===== config.mk =====
export PLATFORM = sky130hd
export DESIGN_NAME = vtic_top
export DESIGN_NICKNAME = d
export VERILOG_FILES = /design/src/rtl/vtic_pkg.sv /design/src/rtl/vtic_edge.sv /design/src/rtl/vtic_tick.sv /design/src/rtl/vtic_period_cmp.sv /design/src/rtl/vtic_status.sv /design/src/rtl/vtic_top.sv
export SDC_FILE = /design/constraint.sdc
export NUM_CORES = 1
export LEC_CHECK = 0
export BUFFER_PORTS_ARGS = -buffer_cell sky130_fd_sc_hd__clkbuf_2
export CAP_MARGIN = 20
export CORE_ASPECT_RATIO = 1.75
export CORE_MARGIN = 2
export CORE_UTILIZATION = 50
export DETAILED_ROUTE_END_ITERATION = 16
export PLACE_DENSITY = 0.71
export RECOVER_POWER = 50
export SYNTH_ARGS = -nofsm -noshare
export SYNTH_HDL_FRONTEND = slang
export SYNTH_SLANG_ARGS = --single-unit

===== constraint.sdc =====
create_clock -name clk -period 7.9 [get_ports clk]
set_input_delay 0.79 -clock clk [delete_from_list [all_inputs] [get_ports clk]]
set_output_delay 0.79 -clock clk [all_outputs]
set_load 0.01 [all_outputs]

===== src/rtl/vtic_pkg.sv =====
package vtic_pkg;
  localparam int unsigned N_EV = 5;
  localparam int unsigned EV_TIME  = 0;
  localparam int unsigned EV_SLOSS = 1;
  localparam int unsigned EV_TRACK = 2;
  localparam int unsigned EV_HCHG  = 3;
  localparam int unsigned EV_VCHG  = 4;

  typedef enum logic [1:0] {
    SRC_VSYNC = 2'd0,
    SRC_LINE  = 2'd1,
    SRC_TICK  = 2'd2,
    SRC_OFF   = 2'd3
  } src_e;

  function automatic logic [31:0] abs_diff(input logic [31:0] a, input logic [31:0] b);
    return (a > b) ? (a - b) : (b - a);
  endfunction
endpackage


===== src/rtl/vtic_edge.sv =====
module vtic_edge #(
  parameter int unsigned W = 3
) (
  input  logic         clk,
  input  logic         rst_n,
  input  logic [W-1:0] lvl_i,
  output logic [W-1:0] rise_o
);
  logic [W-1:0] prev_q;

  always_ff @(posedge clk or negedge rst_n) begin
    if (!rst_n) prev_q <= '0;
    else        prev_q <= lvl_i;
  end

  assign rise_o = lvl_i & ~prev_q;

  // one pulse per edge; a held level cannot retrigger
  p_edge_once_r5: assert property (@(posedge clk) disable iff (!rst_n)
    (|rise_o) |=> ((rise_o & $past(rise_o)) == '0));
endmodule


===== src/rtl/vtic_tick.sv =====
module vtic_tick #(
  parameter int unsigned TICK_CYCLES = 2_000_000
) (
  input  logic clk,
  input  logic rst_n,
  output logic tick_o
);
  localparam int unsigned CW = (TICK_CYCLES > 1) ? $clog2(TICK_CYCLES) : 1;
  localparam logic [CW-1:0] LAST = CW'(TICK_CYCLES - 1);

  logic [CW-1:0] cnt_q;

  always_ff @(posedge clk or negedge rst_n) begin
    if (!rst_n)      cnt_q <= '0;
    else if (tick_o) cnt_q <= '0;
    else             cnt_q <= cnt_q + 1'b1;
  end

  assign tick_o = (cnt_q == LAST);

  p_tick_bound_r4: assert property (@(posedge clk) disable iff (!rst_n)
    cnt_q <= LAST);
  p_tick_spaced_r4: assert property (@(posedge clk) disable iff (!rst_n)
    tick_o |=> !tick_o);
endmodule


===== src/rtl/vtic_period_cmp.sv =====
module vtic_period_cmp
  import vtic_pkg::*;
#(
  parameter int unsigned PW = 16
) (
  input  logic          clk,
  input  logic          rst_n,
  input  logic [PW-1:0] per_i,
  input  logic          vld_i,
  input  logic [PW-1:0] thr_i,
  output logic          chg_o
);
  logic [PW-1:0] ref_q;
  logic          have_q;
  logic          beyond;

  assign beyond = abs_diff(32'(per_i), 32'(ref_q)) > 32'(thr_i);
  assign chg_o  = vld_i & have_q & beyond;

  always_ff @(posedge clk or negedge rst_n) begin
    if (!rst_n) begin
      ref_q  <= '0;
      have_q <= 1'b0;
    end else if (vld_i) begin
      have_q <= 1'b1;
      if (!have_q || beyond) ref_q <= per_i;
    end
  end

  // references move only on a valid sample, never on a status read
  p_ref_hold_r12: assert property (@(posedge clk) disable iff (!rst_n)
    !vld_i |=> $stable(ref_q));
  p_ref_follow_r7: assert property (@(posedge clk) disable iff (!rst_n)
    chg_o |=> (ref_q == $past(per_i)));
endmodule


===== src/rtl/vtic_status.sv =====
module vtic_status #(
  parameter int unsigned N = 5
) (
  input  logic         clk,
  input  logic         rst_n,
  input  logic [N-1:0] set_i,
  input  logic [N-1:0] en_i,
  input  logic         rd_stb_i,
  output logic [N-1:0] flags_o,
  output logic         irq_act_o
);
  logic [N-1:0] flags_q, flags_d;
  logic         irq_q, irq_d;

  always_comb begin
    flags_d = set_i | (rd_stb_i ? '0 : flags_q);
    irq_d   = (|(flags_d & en_i)) & ~rd_stb_i;
  end

  always_ff @(posedge clk or negedge rst_n) begin
    if (!rst_n) begin
      flags_q <= '0;
      irq_q   <= 1'b0;
    end else begin
      flags_q <= flags_d;
      irq_q   <= irq_d;
    end
  end

  assign flags_o   = flags_q;
  assign irq_act_o = irq_q;

  p_sticky_r8: assert property (@(posedge clk) disable iff (!rst_n)
    !rd_stb_i |=> ((flags_q & $past(flags_q)) == $past(flags_q)));
  p_set_wins_r8: assert property (@(posedge clk) disable iff (!rst_n)
    (|set_i) |=> ((flags_q & $past(set_i)) == $past(set_i)));
  p_read_gap_r10: assert property (@(posedge clk) disable iff (!rst_n)
    rd_stb_i |=> !irq_q);
  p_irq_cause_r9: assert property (@(posedge clk) disable iff (!rst_n)
    irq_q |-> (|(flags_q & $past(en_i))));
endmodule


===== src/rtl/vtic_top.sv =====
module vtic_top
  import vtic_pkg::*;
#(
  parameter int unsigned LW = 12,
  parameter int unsigned EW = 8,
  parameter int unsigned PW = 16,
  parameter int unsigned TICK_CYCLES = 2_000_000
) (
  input  logic            clk,
  input  logic            rst_n,
  input  logic [1:0]      src_sel_i,
  input  logic            vsync_i,
  input  logic [LW-1:0]   line_cnt_i,
  input  logic [LW-1:0]   line_tgt_i,
  input  logic            sync_lost_i,
  input  logic [EW-1:0]   track_err_i,
  input  logic [EW-1:0]   track_thr_i,
  input  logic [PW-1:0]   hper_i,
  input  logic            hper_vld_i,
  input  logic [PW-1:0]   vper_i,
  input  logic            vper_vld_i,
  input  logic [PW-1:0]   per_thr_i,
  input  logic [N_EV-1:0] irq_en_i,
  input  logic            irq_pol_i,
  input  logic            rd_stb_i,
  output logic [N_EV-1:0] status_o,
  output logic            irq_o
);
  localparam int unsigned N_LVL = 3;

  src_e          src;
  logic [N_LVL-1:0] lvl, rise;
  logic          vs_rise, sl_rise, tr_rise;
  logic          line_hit, tick;
  logic [LW-1:0] line_q;
  logic          time_ev;
  logic [1:0]    per_chg;
  logic [PW-1:0] per_arr [2];
  logic          vld_arr [2];
  logic [N_EV-1:0] set_vec;
  logic          irq_act;

  assign src = src_e'(src_sel_i);

  assign lvl     = {(track_err_i > track_thr_i), sync_lost_i, vsync_i};
  assign vs_rise = rise[0];
  assign sl_rise = rise[1];
  assign tr_rise = rise[2];

  vtic_edge #(.W(N_LVL)) edge_i (
    .clk(clk), .rst_n(rst_n), .lvl_i(lvl), .rise_o(rise)
  );

  vtic_tick #(.TICK_CYCLES(TICK_CYCLES)) tick_i (
    .clk(clk), .rst_n(rst_n), .tick_o(tick)
  );

  always_ff @(posedge clk or negedge rst_n) begin
    if (!rst_n) line_q <= '0;
    else        line_q <= line_cnt_i;
  end
  assign line_hit = (line_cnt_i == line_tgt_i) && (line_q != line_tgt_i);

  always_comb begin
    unique case (src)
      SRC_VSYNC: time_ev = vs_rise;
      SRC_LINE:  time_ev = line_hit;
      SRC_TICK:  time_ev = tick;
      default:   time_ev = 1'b0;
    endcase
  end

  assign per_arr[0] = hper_i;
  assign per_arr[1] = vper_i;
  assign vld_arr[0] = hper_vld_i;
  assign vld_arr[1] = vper_vld_i;

  for (genvar g = 0; g < 2; g++) begin : g_per
    vtic_period_cmp #(.PW(PW)) cmp_i (
      .clk(clk), .rst_n(rst_n), .per_i(per_arr[g]), .vld_i(vld_arr[g]),
      .thr_i(per_thr_i), .chg_o(per_chg[g])
    );
  end

  always_comb begin
    set_vec           = '0;
    set_vec[EV_TIME]  = time_ev;
    set_vec[EV_SLOSS] = sl_rise;
    set_vec[EV_TRACK] = tr_rise;
    set_vec[EV_HCHG]  = per_chg[0];
    set_vec[EV_VCHG]  = per_chg[1];
  end

  vtic_status #(.N(N_EV)) stat_i (
    .clk(clk), .rst_n(rst_n), .set_i(set_vec), .en_i(irq_en_i),
    .rd_stb_i(rd_stb_i), .flags_o(status_o), .irq_act_o(irq_act)
  );

  assign irq_o = irq_pol_i ? irq_act : ~irq_act;

  // a deselected source never reaches the timing flag
  p_src_gate_r2: assert property (@(posedge clk) disable iff (!rst_n)
    (src == SRC_OFF && !rd_stb_i) |=> (status_o[EV_TIME] == $past(status_o[EV_TIME])));
  p_pol_r11: assert property (@(posedge clk) disable iff (!rst_n)
    (irq_o == irq_pol_i) == irq_act);
endmodule


======== Word level (Yosys, flattened, before mapping) ========
Index checks and enable logic that the tools add are counted.
word-level totals
  bits in registers ....................... 76
  output and inout port bits .............. 6
operators by class
  add/sub/neg operators ................... 5
  $lt $le $gt $ge ......................... 5
  equal/unequal tests ..................... 5
  mux-type cells .......................... 6
  bitwise operators ....................... 11
  reduce and logical (&&, ||, !) cells .... 9
operator list
  cell                     number
  $sub A16 B16 Y17         4
  $gt A32 B16 Y1           2
  $mux W32                 2
  $gt A16 B16 Y1           2
  $add A21 B1 Y21 const B  1
  $eq A21 B21 Y1 const B   1
  $mux W21                 1
  $eq A12 B12 Y1           1
  $ne A12 B12 Y1           1
  $gt A8 B8 Y1             1
  $and A1 B1 Y1            5
  $and A5 B5 Y5            1
  $mux W5                  1
  $or A5 B5 Y5             1
  $reduce_or A5 Y1         1
  $reduce_and A2 Y1        2
  $and A3 B3 Y3            1
  $not A3 Y3               1
  $pmux W1 S3              1
  $eq A2 B1 Y1 const B     1
  $eq A2 B2 Y1 const B     1
  $logic_not A1 Y1         2
  $logic_not A2 Y1         1
  $logic_or A1 B1 Y1       2
  other kinds (3)          4

======== Logic depth before layout (Yosys ltp) ========
Gate-level depths: netlist of run 1.
  depth in word-level cells ............... 8
  depth in mapped cells ................... 24
  mapped depth without buffers ............ 23

======== Modules after synthesis ========
Synthesis of run 1 repeated with hierarchy kept, for this count alone.
unflattened totals
  cell total of the unflattened synthesis .. 879
  area, all modules ....................... 7,801.2 um^2
modules (own cells, without submodules)
  module                             times used  cells each  area each (um^2)  seq. area each (um^2)
  vtic_period_cmp at g_per[0].cmp_i  1           349         2,877.8           425.4
  vtic_period_cmp at g_per[1].cmp_i  1           339         2,776.4           425.4
  vtic_tick                          1           94          1,011.0           525.5
  vtic_top                           1           74          795.8             300.3
  vtic_status                        1           17          224.0             150.1
  vtic_edge                          1           6           116.4             75.1

======== Worst setup path before layout of run 1 ========
OpenSTA, ideal clock, no wires.
  kind .................................... in2reg
  start ................................... input vper_i[6]
  end ..................................... register g_per[1].cmp_i.ref_q[10]
  arrival ................................. 4.738 ns
  data required time ...................... 7.821 ns
  setup slack ............................. 3.082 ns
  stages .................................. 22
  path buffers ............................ 1
  cells stage by stage .................... inv_1 -> ha_1 -> and3_4 -> nor4b_4 -> mux2_4 -> a31o_4 -> nor2_2 -> mux2_4 -> o22ai_2 -> a41oi_2 -> xnor2_1 -> ha_1 -> and3_1 -> nand4_1 -> nor3_1 -> or2_2 -> o22ai_1 -> a211oi_4 -> nand2_2 -> nand2_4 -> buf_12 -> mux2i_1
between the ends
  word-level cells in the longest chain between the ends .. 5
RTL lines
  element                                             RTL line               source
  start: declaration                                  vtic_top.sv:20         input logic [PW-1:0] vper_i,
  $sub A16 B16 Y17 or $gt A16 B16 Y1 (tied branches)  vtic_pkg.sv:17         return (a > b) ? (a - b) : (b - a);
  $mux W32 *                                          vtic_pkg.sv:17
  $gt A32 B16 Y1 *                                    vtic_period_cmp.sv:17  assign beyond = abs_diff(32'(per_i), 32'(ref_q)) > 32'(thr_i);
  $logic_or A1 B1 Y1 *                                vtic_period_cmp.sv:26  if (!have_q || beyond) ref_q <= per_i;
  $reduce_and A2 Y1 (no source line) *                n/a
  end signal: assignment                              vtic_period_cmp.sv:26
  end: declaration                                    vtic_period_cmp.sv:13  logic [PW-1:0] ref_q;
Mark *: on every way between the ends. The rest lies on a longest branch, timed or not.
A chain may end at the register's enable or synchronous reset.

======== Worst setup path after layout of run 1 ========
  start ................................... input vper_i[14]
  end ..................................... register g_per[1].cmp_i.ref_q[1]
The elaborated chain is that of the path after synthesis.

==> impl_metrics.env, run 1 <==
export IMPL_drive_gt1_share_pct=15.6
export IMPL_core_area_um2=14800
export IMPL_antenna_cells=0
export IMPL_initialDrtViolationCount=195
export IMPL_grt_pass1_vias=6685
export IMPL_worstHoldPathCells=1
export IMPL_grt_pass1_wl_um=30700
export IMPL_dieArea_um2=16000
export IMPL_p_leak_uw=0.00437
export IMPL_clk_pin_slew_ps=70
export IMPL_yosys_area_top_type_share_pct=25.4
export IMPL_r2r_start="g_per[0].cmp_i.ref_q[10]"
export IMPL_worstRegToRegCells=19
export IMPL_period_needed_ps=5540
export IMPL_initial_core_util_pct=50.6
export IMPL_ys_async_sr_fraction_pct=100
export IMPL_tightest_slew_ps=2810
export IMPL_synth_ff_type="dfrtp_1"
export IMPL_grt_usage_pct=24.3
export IMPL_p_total_uw=3500
export IMPL_synth_area_leader_cell="dfrtp_1"
export IMPL_fp_dieH_um=166
export IMPL_relSlewSlack_pct=-87.0
export IMPL_finalSetupViolCount=0
export IMPL_first_pass_iters=4
export IMPL_yosysUniqueCellTypes=86
export IMPL_die_w_um=96.4
export IMPL_crit_type="in2reg"
export IMPL_wl_per_cell_um=16.9
export IMPL_synth_edf_count=0
export IMPL_rrSetupSlack_ps=2600
export IMPL_grt_start_max_net_pins=54
export IMPL_syn_area_um2=7480
export IMPL_crit_chain="clkbuf_2 -> inv_1 -> ha_1 -> a21o_1 -> a21oi_2 -> nand3_1 -> a311oi_2 -> or2_1 -> mux2i_1 -> o221ai_1 -> a41oi_2 -> xnor2_1 -> ha_1 -> and3_1 -> nand4_1 -> nor3_1 -> or2_2 -> o22ai_1 -> a211oi_4 -> nand2_2 -> nand2_4 -> mux2i_1"
export IMPL_avgSynthCellArea_um2=8.91
export IMPL_synthToLayoutAreaGrowth_pct=11.9
export IMPL_crit_slowest_cell="or2_1"
export IMPL_num_io_pins=109
export IMPL_synth_area_leaders="dfrtp_1 25%, ha_1 18%, mux2i_1 6.7%"
export IMPL_max_freq_mhz=180
export IMPL_netlist_instances=839
export IMPL_cp_required_ps=8160
export IMPL_cts_resized=0
export IMPL_path_max_fanout=18
export IMPL_cts_tree="done"
export IMPL_ys_top_cells_by_count="115 x inv_1, 105 x ha_1, 76 x dfrtp_1"
export IMPL_vias=6357
export IMPL_maxSlewViolCount=79
export IMPL_cts_hold_buffers_added=0
export IMPL_grt_setup_unrepaired="no"
export IMPL_post_cts_setup_buffers=0
export IMPL_clk_latency_ps=340
export IMPL_crit_arrival_ps=5800
export IMPL_wirelength_um=18900
export IMPL_gr_total_overflow=0
export IMPL_synth_yosys_warnings=0
export IMPL_outcome="finished, violations left"
export IMPL_violations="capacitance limit, slew limit"
export IMPL_layout_nets=1147
export IMPL_clk_path_buf_depth=2
export IMPL_maxCapViolCount=2
export IMPL_startpoint="vper_i[14]"
export IMPL_vdd_drop_max_uv=185
export IMPL_fin_area_um2=8370
export IMPL_final_setup_tns_ps=0
export IMPL_h_tree_depth=3
export IMPL_antenna_found_initial=0
export IMPL_num_rows=59
export IMPL_viasPerCell=5.66
export IMPL_dp_hpwl_um=15400
export IMPL_p_per_area_nw_per_um2=418
export IMPL_synth_seq_area_share_pct=25.4
export IMPL_hold_class="reg2reg"
export IMPL_gp_congestion=0.988
export IMPL_crit_path_end="g_per[1].cmp_i.ref_q[1]"
export IMPL_clock_sinks=76
export IMPL_critPathTopFamily="simple AND/OR/NAND/NOR gates"
export IMPL_skew_ps=9.53
export IMPL_synth_nets=1051
export IMPL_io_buffers=108
export IMPL_numCtsBuffers=9
export IMPL_min_period_over_period_pct=70.2
export IMPL_nFillCells=1414
export IMPL_rr_endpoint="g_per[0].cmp_i.ref_q[10]"
export IMPL_drcViolationCount=0
export IMPL_crit_buf_inv=2
export IMPL_ant_nets=0
export IMPL_ctsRootBufferMaster="clkbuf_16"
export IMPL_cpPeakStageDelay_ps=690
export IMPL_placed_cell_area_um2=8080
export IMPL_critPathLaunchType="primary input"
export IMPL_cp_depth=22
export IMPL_synth_seq_cells=76
export IMPL_synth_most_common_cell="inv_1"
export IMPL_cp_end_kind="flop"
export IMPL_hold_viol=0
-- worst reg2reg max path: cells and delay by family, from the launching register on --
family / cells / cell delay (ps)
AND/OR/NAND/NOR: 7 / 1430
AO/OA/AOI/OAI: 8 / 2120
multiplexers: 2 / 480
flip-flops: 1 / 390
adder cells (fa/ha/maj): 2 / 780
-- cells by family (layout without fill, tap and decap cells) --
logic type / count (synthesis) / count (layout) / synth area share (%)
and+or+nand+nor: 200 / 200 / 14.2
AOI/OAI and AO/OA: 191 / 191 / 17.9
buffers and inverters: 140 / 241 / 8.38
adders and majority gates: 109 / 109 / 18.6
DFF: 76 / 76 / 25.4
xor gates and xnor gates: 69 / 69 / 8.08
muxes: 54 / 54 / 7.40
-- cell type report --
type / count / area, um^2 / area share [%]
multi-input cells: 623 / 4950 / 59.2
inverters: 115 / 432 / 5.16
well taps: 183 / 229 / 2.74
repair buffers: 110 / 531 / 6.34
clock inverters: 7 / 92.6 / 1.11
flip-flops and latches: 76 / 1900 / 22.7
clock buffers: 9 / 225 / 2.69
-- sequential cells by signal, summed over array words and instances (netlist names) --
| name | count |
|---|---|
| stat_i.irq_act_o | 1 |
| tick_i.cnt_q | 21 |
| stat_i.flags_o | 5 |
| g_per.cmp_i.have_q | 2 |
| line_q | 12 |
| edge_i.prev_q | 3 |
| g_per.cmp_i.ref_q | 32 |
-- placed cells by master, fill, tap and decap left out, drive strengths merged, types with 6 or more instances in the layout --
| master | Yosys | layout |
|---|---|---|
| a211oi | 6 | 6 |
| a21o | 20 | 20 |
| a21oi | 60 | 60 |
| a221oi | 6 | 6 |
| and3 | 12 | 12 |
| clkbuf | 4 | 118 |
| dfrtp | 76 | 76 |
| ha | 105 | 105 |
| inv | 115 | 119 |
| mux2i | 50 | 50 |
| nand2 | 45 | 45 |
| nand3 | 24 | 24 |
| nand4 | 17 | 17 |
| nor2 | 49 | 49 |
| nor2b | 12 | 12 |
| nor3 | 12 | 12 |
| nor4 | 7 | 7 |
| o21ai | 33 | 33 |
| o21bai | 8 | 8 |
| o22ai | 8 | 8 |
| or2 | 8 | 8 |
| xnor2 | 36 | 36 |
| xor2 | 33 | 33 |
-- per-layer routing --
layer	track usage, %	vias to the layer above	share of wire [%]
met3	2.86	69	2.8
met4	12.7	0	5.1
met5	0	-	0
met1	25.2	3019	36
li1	-	3113	-
met2	45.6	156	56
-- where the power goes --
group / leakage [uW] / internal (uW) / switching (uW)
sequential: 0.000915 / 491 / 59.8
combinational: 0.00330 / 1050 / 1440
clock: 0.000156 / 254 / 200
total: 0.00437 / 1800 / 1700
-- how the worst min path moves through the flow --
stage | startpoint | to
2_1_floorplan | edge_i.prev_q[1] | stat_i.flags_o[1]
3_3_place_gp | edge_i.prev_q[1] | stat_i.flags_o[1]
3_5_place_dp | edge_i.prev_q[1] | stat_i.flags_o[1]
4_1_cts | rst_n | g_per[1].cmp_i.ref_q[3]
5_1_grt | edge_i.prev_q[1] | stat_i.flags_o[1]
6_report | edge_i.prev_q[1] | stat_i.flags_o[1]
-- metrics by stage --
step                util, %  setup WS [ps]  hold slack (ps)  std cells
floorplan                 -           3080              428        839
global placement       54.7           2060              454       1107
detailed placement     54.7           2040              456       1107
CTS                    56.8           2390              382       1123
global route           56.7           2010              489       1123
finish                 56.7           2360              464       1123
Power figures use the tool's default switching activity.
==> inputs of run 2 (changes only) <==
==> constraint.sdc (replaced) <==
create_clock -name clk -period 5.2 [get_ports clk]
set_input_delay 0.52 -clock clk [delete_from_list [all_inputs] [get_ports clk]]
set_output_delay 0.52 -clock clk [all_outputs]
set_load 0.01 [all_outputs]
==> run 2 against run 1 <==
Compared with the run above: the flow still finishes with violations (capacitance limit, slew limit); hold slack got worse by 170 ps; clock power increased by 53%; sequential share of layout area decreased by 0.86 points; register-to-register slack got worse by 2200 ps.
==> impl_metrics.env, run 2 (same netlist as run 1, synthesis figures left out) <==
export IMPL_core_area_um2=14800
export IMPL_cp_required_ps=5460
export IMPL_grt_pass1_vias=6940
export IMPL_dieArea_um2=16000
export IMPL_gr_total_overflow=0
export IMPL_fin_cells=1165
export IMPL_grt_pass1_wl_um=31500
export IMPL_first_pass_iters=5
export IMPL_final_cell_mix="115 x inv_1, 105 x ha_1, 93 x clkbuf_2, 76 x dfrtp_1, 59 x a21oi_1"
export IMPL_dp_hpwl_um=15800
export IMPL_cts_resized=0
export IMPL_wirelength_um=19200
export IMPL_relSlewSlack_pct=-103
export IMPL_vias=6438
export IMPL_maxSlewViolCount=58
export IMPL_antenna_found_initial=0
export IMPL_clk_latency_ps=350
export IMPL_top_regs="g_per.cmp_i.ref_q x32, tick_i.cnt_q x21, line_q x12"
export IMPL_period_needed_ps=4790
export IMPL_maxCapViolCount=1
export IMPL_cp_end_kind="flop"
export IMPL_drcViolationCount=0
export IMPL_largest_register="g_per.cmp_i.ref_q"
export IMPL_p_total_uw=5630
export IMPL_p_per_area_nw_per_um2=647
export IMPL_initialDrtViolationCount=225
export IMPL_io_buffers=108
export IMPL_skew_ps=11.4
export IMPL_initial_core_util_pct=50.6
export IMPL_crit_slowest_cell="ha_1"
export IMPL_ant_nets=0
export IMPL_crit_type="reg2reg"
export IMPL_ctsRootBufferMaster="clkbuf_16"
export IMPL_cpPeakStageDelay_ps=450
export IMPL_nFillCells=1368
export IMPL_grt_start_max_net_pins=58
export IMPL_num_io_pins=109
export IMPL_antenna_cells=0
export IMPL_gp_congestion=0.950
export IMPL_outcome="finished, violations left"
export IMPL_cts_hold_buffers_added=0
export IMPL_max_freq_mhz=209
export IMPL_path_max_fanout=18
export IMPL_num_rows=59
export IMPL_h_tree_depth=3
export IMPL_clock_sinks=76
export IMPL_drive_gt1_share_pct=19.5
export IMPL_largest_register_ffs=32
export IMPL_numCtsBuffers=9
export IMPL_fp_dieH_um=166
export IMPL_vdd_drop_max_uv=300
export IMPL_viasPerCell=5.53
export IMPL_grt_setup_unrepaired="no"
export IMPL_layout_commonest_cell="inv_1"
export IMPL_die_w_um=96.4
export IMPL_rrSetupSlack_ps=410
export IMPL_critPathLaunchType="flop"
export IMPL_cts_tree="done"
export IMPL_dpl_cell_count=1146
export IMPL_tightest_slew_ps=3040
export IMPL_clk_path_buf_depth=2
export IMPL_placed_cell_area_um2=8370
export IMPL_cp_common_cell="ha_1"
export IMPL_hold_class="in2reg"
export IMPL_synthToLayoutAreaGrowth_pct=16.3
export IMPL_finalSetupViolCount=0
export IMPL_p_leak_uw=0.00458
export IMPL_layout_nets=1189
export IMPL_fin_area_um2=8690
export IMPL_crit_chain="ha_1 -> nand4_4 -> or2_1 -> a211o_1 -> o211a_2 -> nor2_8 -> buf_4 -> nor2b_1 -> a221oi_1 -> and3b_1 -> a211oi_2 -> ha_1 -> nand4_1 -> nor4_1 -> a21boi_0 -> nor3_1 -> a41o_1 -> o221ai_2 -> o21ai_4 -> buf_12 -> mux2i_1"
export IMPL_violations="capacitance limit, slew limit"
export IMPL_hold_viol=0
export IMPL_min_period_over_period_pct=92.2
export IMPL_clk_pin_slew_ps=70
export IMPL_grt_usage_pct=24.9
export IMPL_wl_per_cell_um=16.5
export IMPL_final_setup_tns_ps=0
export IMPL_crit_arrival_ps=5050
==> run 2: final cells by class <==
cell class / instances / area (um^2) / share of cell area (%)
multi-input combinational: 623 / 4950 / 57.0
timing repair buffer: 152 / 861 / 9.90
tap: 183 / 229 / 2.63
inverter: 115 / 432 / 4.97
clock inverter: 7 / 90.1 / 1.04
sequential: 76 / 1900 / 21.9
clock buffer: 9 / 225 / 2.59
==> run 2: per-layer routing <==
| layer | GRT usage, % | vias up | share of wire (%) |
|---|---|---|---|
| met5 | 0 | - | 0 |
| met4 | 14.0 | 0 | 5.6 |
| met3 | 3.49 | 68 | 2.9 |
| met2 | 46.3 | 151 | 55 |
| met1 | 25.4 | 3029 | 36 |
| li1 | - | 3190 | - |
==> run 2: final timing paths <==
path / start / to / cells after the start
setup reg to reg: g_per[0].cmp_i.ref_q[8] / g_per[0].cmp_i.ref_q[15] / 21
setup / recovery: g_per[0].cmp_i.ref_q[8] / g_per[0].cmp_i.ref_q[15] / 21
hold / removal: sync_lost_i / edge_i.prev_q[1] / 1
hold reg to reg: edge_i.prev_q[1] / stat_i.flags_o[1] / 1
max in group asynchronous: rst_n / stat_i.flags_o[2] / 2
min in group asynchronous: rst_n / g_per[1].cmp_i.ref_q[3] / 1
==> run 2: critical path: cells and delay by family, from the launching register on <==
kind / cells / cell delay (ps)
AOI/OAI and AO/OA: 8 / 1440
and+or+nand+nor: 8 / 1600
adders and majority gates: 2 / 730
DFF: 1 / 380
muxes: 1 / 170
buffers and inverters: 2 / 370
==> run 2: where the power goes <==
group	switching [uW]	internal (uW)	total, uW	leakage (uW)
Clock	307	387	694	0.000156
Combinational	2250	1840	4100	0.00351
Sequential	90.7	745	836	0.000915
Total	2650	2980	5630	0.00458
==> run 2: repair_timing <==
| action | CTS | global route |
|---|---|---|
| setup buffers | 0 | 2 |
| hold endpoints to repair | 0 | 0 |
| endpoints found under the setup margin | 0 | 16 |
==> run 2: metrics by stage <==
| stage | setup WS [ps] | util (%) | hold WS (ps) |
|---|---|---|---|
| 3_5_place_dp | -145 | 56.7 | 438 |
| 3_3_place_gp | 68.6 | 56.7 | 433 |
| 6_report | 405 | 58.9 | 296 |
| 4_1_cts | 125 | 58.8 | 58.4 |
| 5_1_grt | 98.7 | 58.9 | 292 |
| 2_1_floorplan | 652 | - | 224 |
==> inputs of run 3 (changes only) <==
--- a/config.mk
+++ b/config.mk
@@ -5,7 +5,7 @@
 export SDC_FILE = /design/constraint.sdc
 export NUM_CORES = 1
 export LEC_CHECK = 0
-export BUFFER_PORTS_ARGS = -buffer_cell sky130_fd_sc_hd__clkbuf_2
+export BUFFER_PORTS_ARGS = -buffer_cell sky130_fd_sc_hd__buf_2
 export CAP_MARGIN = 20
 export CORE_ASPECT_RATIO = 1.75
 export CORE_MARGIN = 2
==> run 3 against run 2 <==
Compared with the run above: the run still ends with capacitance limit, slew limit left; power is 0.25% lower; critical path depth fell by 1; via count is 1.4% higher; register-to-register slack lost 120 ps; non-clock buffer count is the same; utilization grew 0.17 points; worst setup slack got worse by 120 ps; global-route usage rose by 0.078 points; clock skew down 3.0 ps; sequential share of layout area down 0.063 points; routed wire length increased by 0.71%; clock power is essentially flat; critical path type unchanged.
==> impl_metrics.env, run 3 (same netlist as run 1, synthesis figures left out) <==
export IMPL_viasPerCell=5.60
export IMPL_largest_register="g_per.cmp_i.ref_q"
export IMPL_worstHoldStart="sync_lost_i"
export IMPL_maxCapViolCount=1
export IMPL_cts_hold_buffers_added=0
export IMPL_cts_tree="done"
export IMPL_path_max_fanout=16
export IMPL_crit_arrival_ps=5150
export IMPL_fin_area_um2=8720
export IMPL_nFillCells=1409
export IMPL_outcome="finished, violations left"
export IMPL_placed_cell_area_um2=8390
export IMPL_h_tree_depth=3
export IMPL_worstHoldPathCells=1
export IMPL_fp_dieH_um=166
export IMPL_relSlewSlack_pct=-101
export IMPL_vias=6526
export IMPL_p_per_area_nw_per_um2=644
export IMPL_regArea_um2=1900
export IMPL_final_cell_mix="115 x inv_1, 105 x ha_1, 94 x buf_2, 76 x dfrtp_1, 59 x a21oi_1"
export IMPL_grt_pass1_wl_um=31500
export IMPL_grt_pass1_vias=6893
export IMPL_fin_cells=1166
export IMPL_ant_nets=0
export IMPL_rr_endpoint="g_per[0].cmp_i.ref_q[1]"
export IMPL_grt_usage_pct=25.0
export IMPL_ctsRootBufferMaster="clkbuf_16"
export IMPL_io_buffers=108
export IMPL_p_leak_uw=0.00457
export IMPL_antenna_cells=0
export IMPL_layout_commonest_cell="inv_1"
export IMPL_hold_class="in2reg"
export IMPL_gp_congestion=0.964
export IMPL_wl_met2_um=10700
export IMPL_layout_nets=1190
export IMPL_skew_ps=8.38
export IMPL_gr_total_overflow=0
export IMPL_dieArea_um2=16000
export IMPL_finalSetupViolCount=0
export IMPL_cp_end_kind="flop"
export IMPL_clock_sinks=76
export IMPL_top_layer="met4"
export IMPL_grt_setup_unrepaired="no"
export IMPL_crit_type="reg2reg"
export IMPL_initial_core_util_pct=50.6
export IMPL_worstRegToRegCells=20
export IMPL_numCtsBuffers=9
export IMPL_wl_per_cell_um=16.6
export IMPL_initialDrtViolationCount=235
export IMPL_cts_resized=0
export IMPL_period_needed_ps=4910
export IMPL_tightest_slew_ps=3010
export IMPL_antenna_found_initial=0
export IMPL_r2r_start="g_per[0].cmp_i.ref_q[7]"
export IMPL_whs_endpoint="edge_i.prev_q[1]"
export IMPL_synthToLayoutAreaGrowth_pct=16.6
export IMPL_first_pass_iters=5
export IMPL_violations="capacitance limit, slew limit"
export IMPL_rrSetupSlack_ps=290
export IMPL_num_rows=59
export IMPL_max_freq_mhz=204
export IMPL_hold_viol=0
export IMPL_clk_latency_ps=350
export IMPL_num_io_pins=109
export IMPL_wirelength_um=19300
export IMPL_cp_required_ps=5440
export IMPL_critPathLaunchType="flop"
export IMPL_die_w_um=96.4
export IMPL_grt_start_max_net_pins=58
export IMPL_dr_wl_met3_um=567
export IMPL_clk_path_buf_depth=2
export IMPL_maxSlewViolCount=58
export IMPL_drcViolationCount=0
export IMPL_dp_hpwl_um=16000
export IMPL_largest_register_ffs=32
export IMPL_clk_pin_slew_ps=70
export IMPL_dpl_cell_count=1147
export IMPL_multi_input_area_um2=4970
export IMPL_core_area_um2=14800
export IMPL_min_period_over_period_pct=94.5
export IMPL_route_layer_met1_wl_um=6970
export IMPL_top_regs="g_per.cmp_i.ref_q x32, tick_i.cnt_q x21, line_q x12"
export IMPL_vdd_drop_max_uv=243
export IMPL_drive_gt1_share_pct=19.6
run 3: cell types whose count changed in the layout (fill, tap and decap cells not counted):
cell      before  now
buf_12         1    2
buf_2          0   94
buf_4         42   41
clkbuf_1      16   15
clkbuf_2      93    0
nor2_4         0    1
run 3: critical path: stages (launching register included):
cell and delay, ps:
dfrtp_1 390, ha_1 420, buf_4 180, nand2_1 110
nor3_1 360, and2_2 360, nor2_8 110, mux2i_1 130
a221oi_1 440, and3b_1 260, a211oi_2 80, ha_1 290
nand4_1 170, nor4_1 410, a21boi_0 240, nor3_1 90
a41o_1 230, o221ai_2 120, o21ai_4 110, buf_12 170
mux2i_1 130
run 3: timing repair:
action	4_1_cts	5_1_grt
gates cloned	0	1
pin swaps	1	1
buffers inserted	1	0
endpoints found under the setup margin	14	16
run 3: how the worst max path moves through the flow:
stage	from	endpoint	slack (ps)
after floorplan	vper_i[6]	g_per[1].cmp_i.ref_q[10]	650
after global placement	hper_i[8]	g_per[0].cmp_i.ref_q[1]	-100
after detailed placement	hper_i[8]	g_per[0].cmp_i.ref_q[1]	-300
after CTS	g_per[0].cmp_i.ref_q[8]	g_per[0].cmp_i.ref_q[12]	220
after global routing	g_per[1].cmp_i.ref_q[8]	g_per[1].cmp_i.ref_q[1]	20
final	g_per[0].cmp_i.ref_q[7]	g_per[0].cmp_i.ref_q[1]	290
run 3: layout make-up:
type | count | area share [%]
clock buffer | 9 | 2.58
clock inverter | 7 | 1.03
inverter | 115 | 4.95
multi-input combinational | 624 | 57.0
sequential | 76 | 21.8
tap | 183 | 2.63
timing repair buffer | 152 | 10.0
run 3: routing by layer:
layer,up-vias,global-route usage (%)
met5,-,0
met4,0,13.1
met3,73,3.31
met2,156,46.2
met1,3087,26.2
li1,3210,-
run 3: through the flow:
stage	setup TNS (ps)	total power (uW)	hold WS, ps	setup WS (ps)	util [%]
2_1_floorplan	0	3850	224	652	-
3_3_place_gp	-1540	4820	436	-102	56.8
3_5_place_dp	-4390	4880	439	-302	56.8
4_1_cts	0	5630	65.3	223	59.1
5_1_grt	0	6140	284	19.7	59.1
6_report	0	5610	284	287	59.1
run 3: where the power goes:
part	internal (uW)	switching, uW
clock	387	310
combinational	1840	2240
sequential	745	89.9
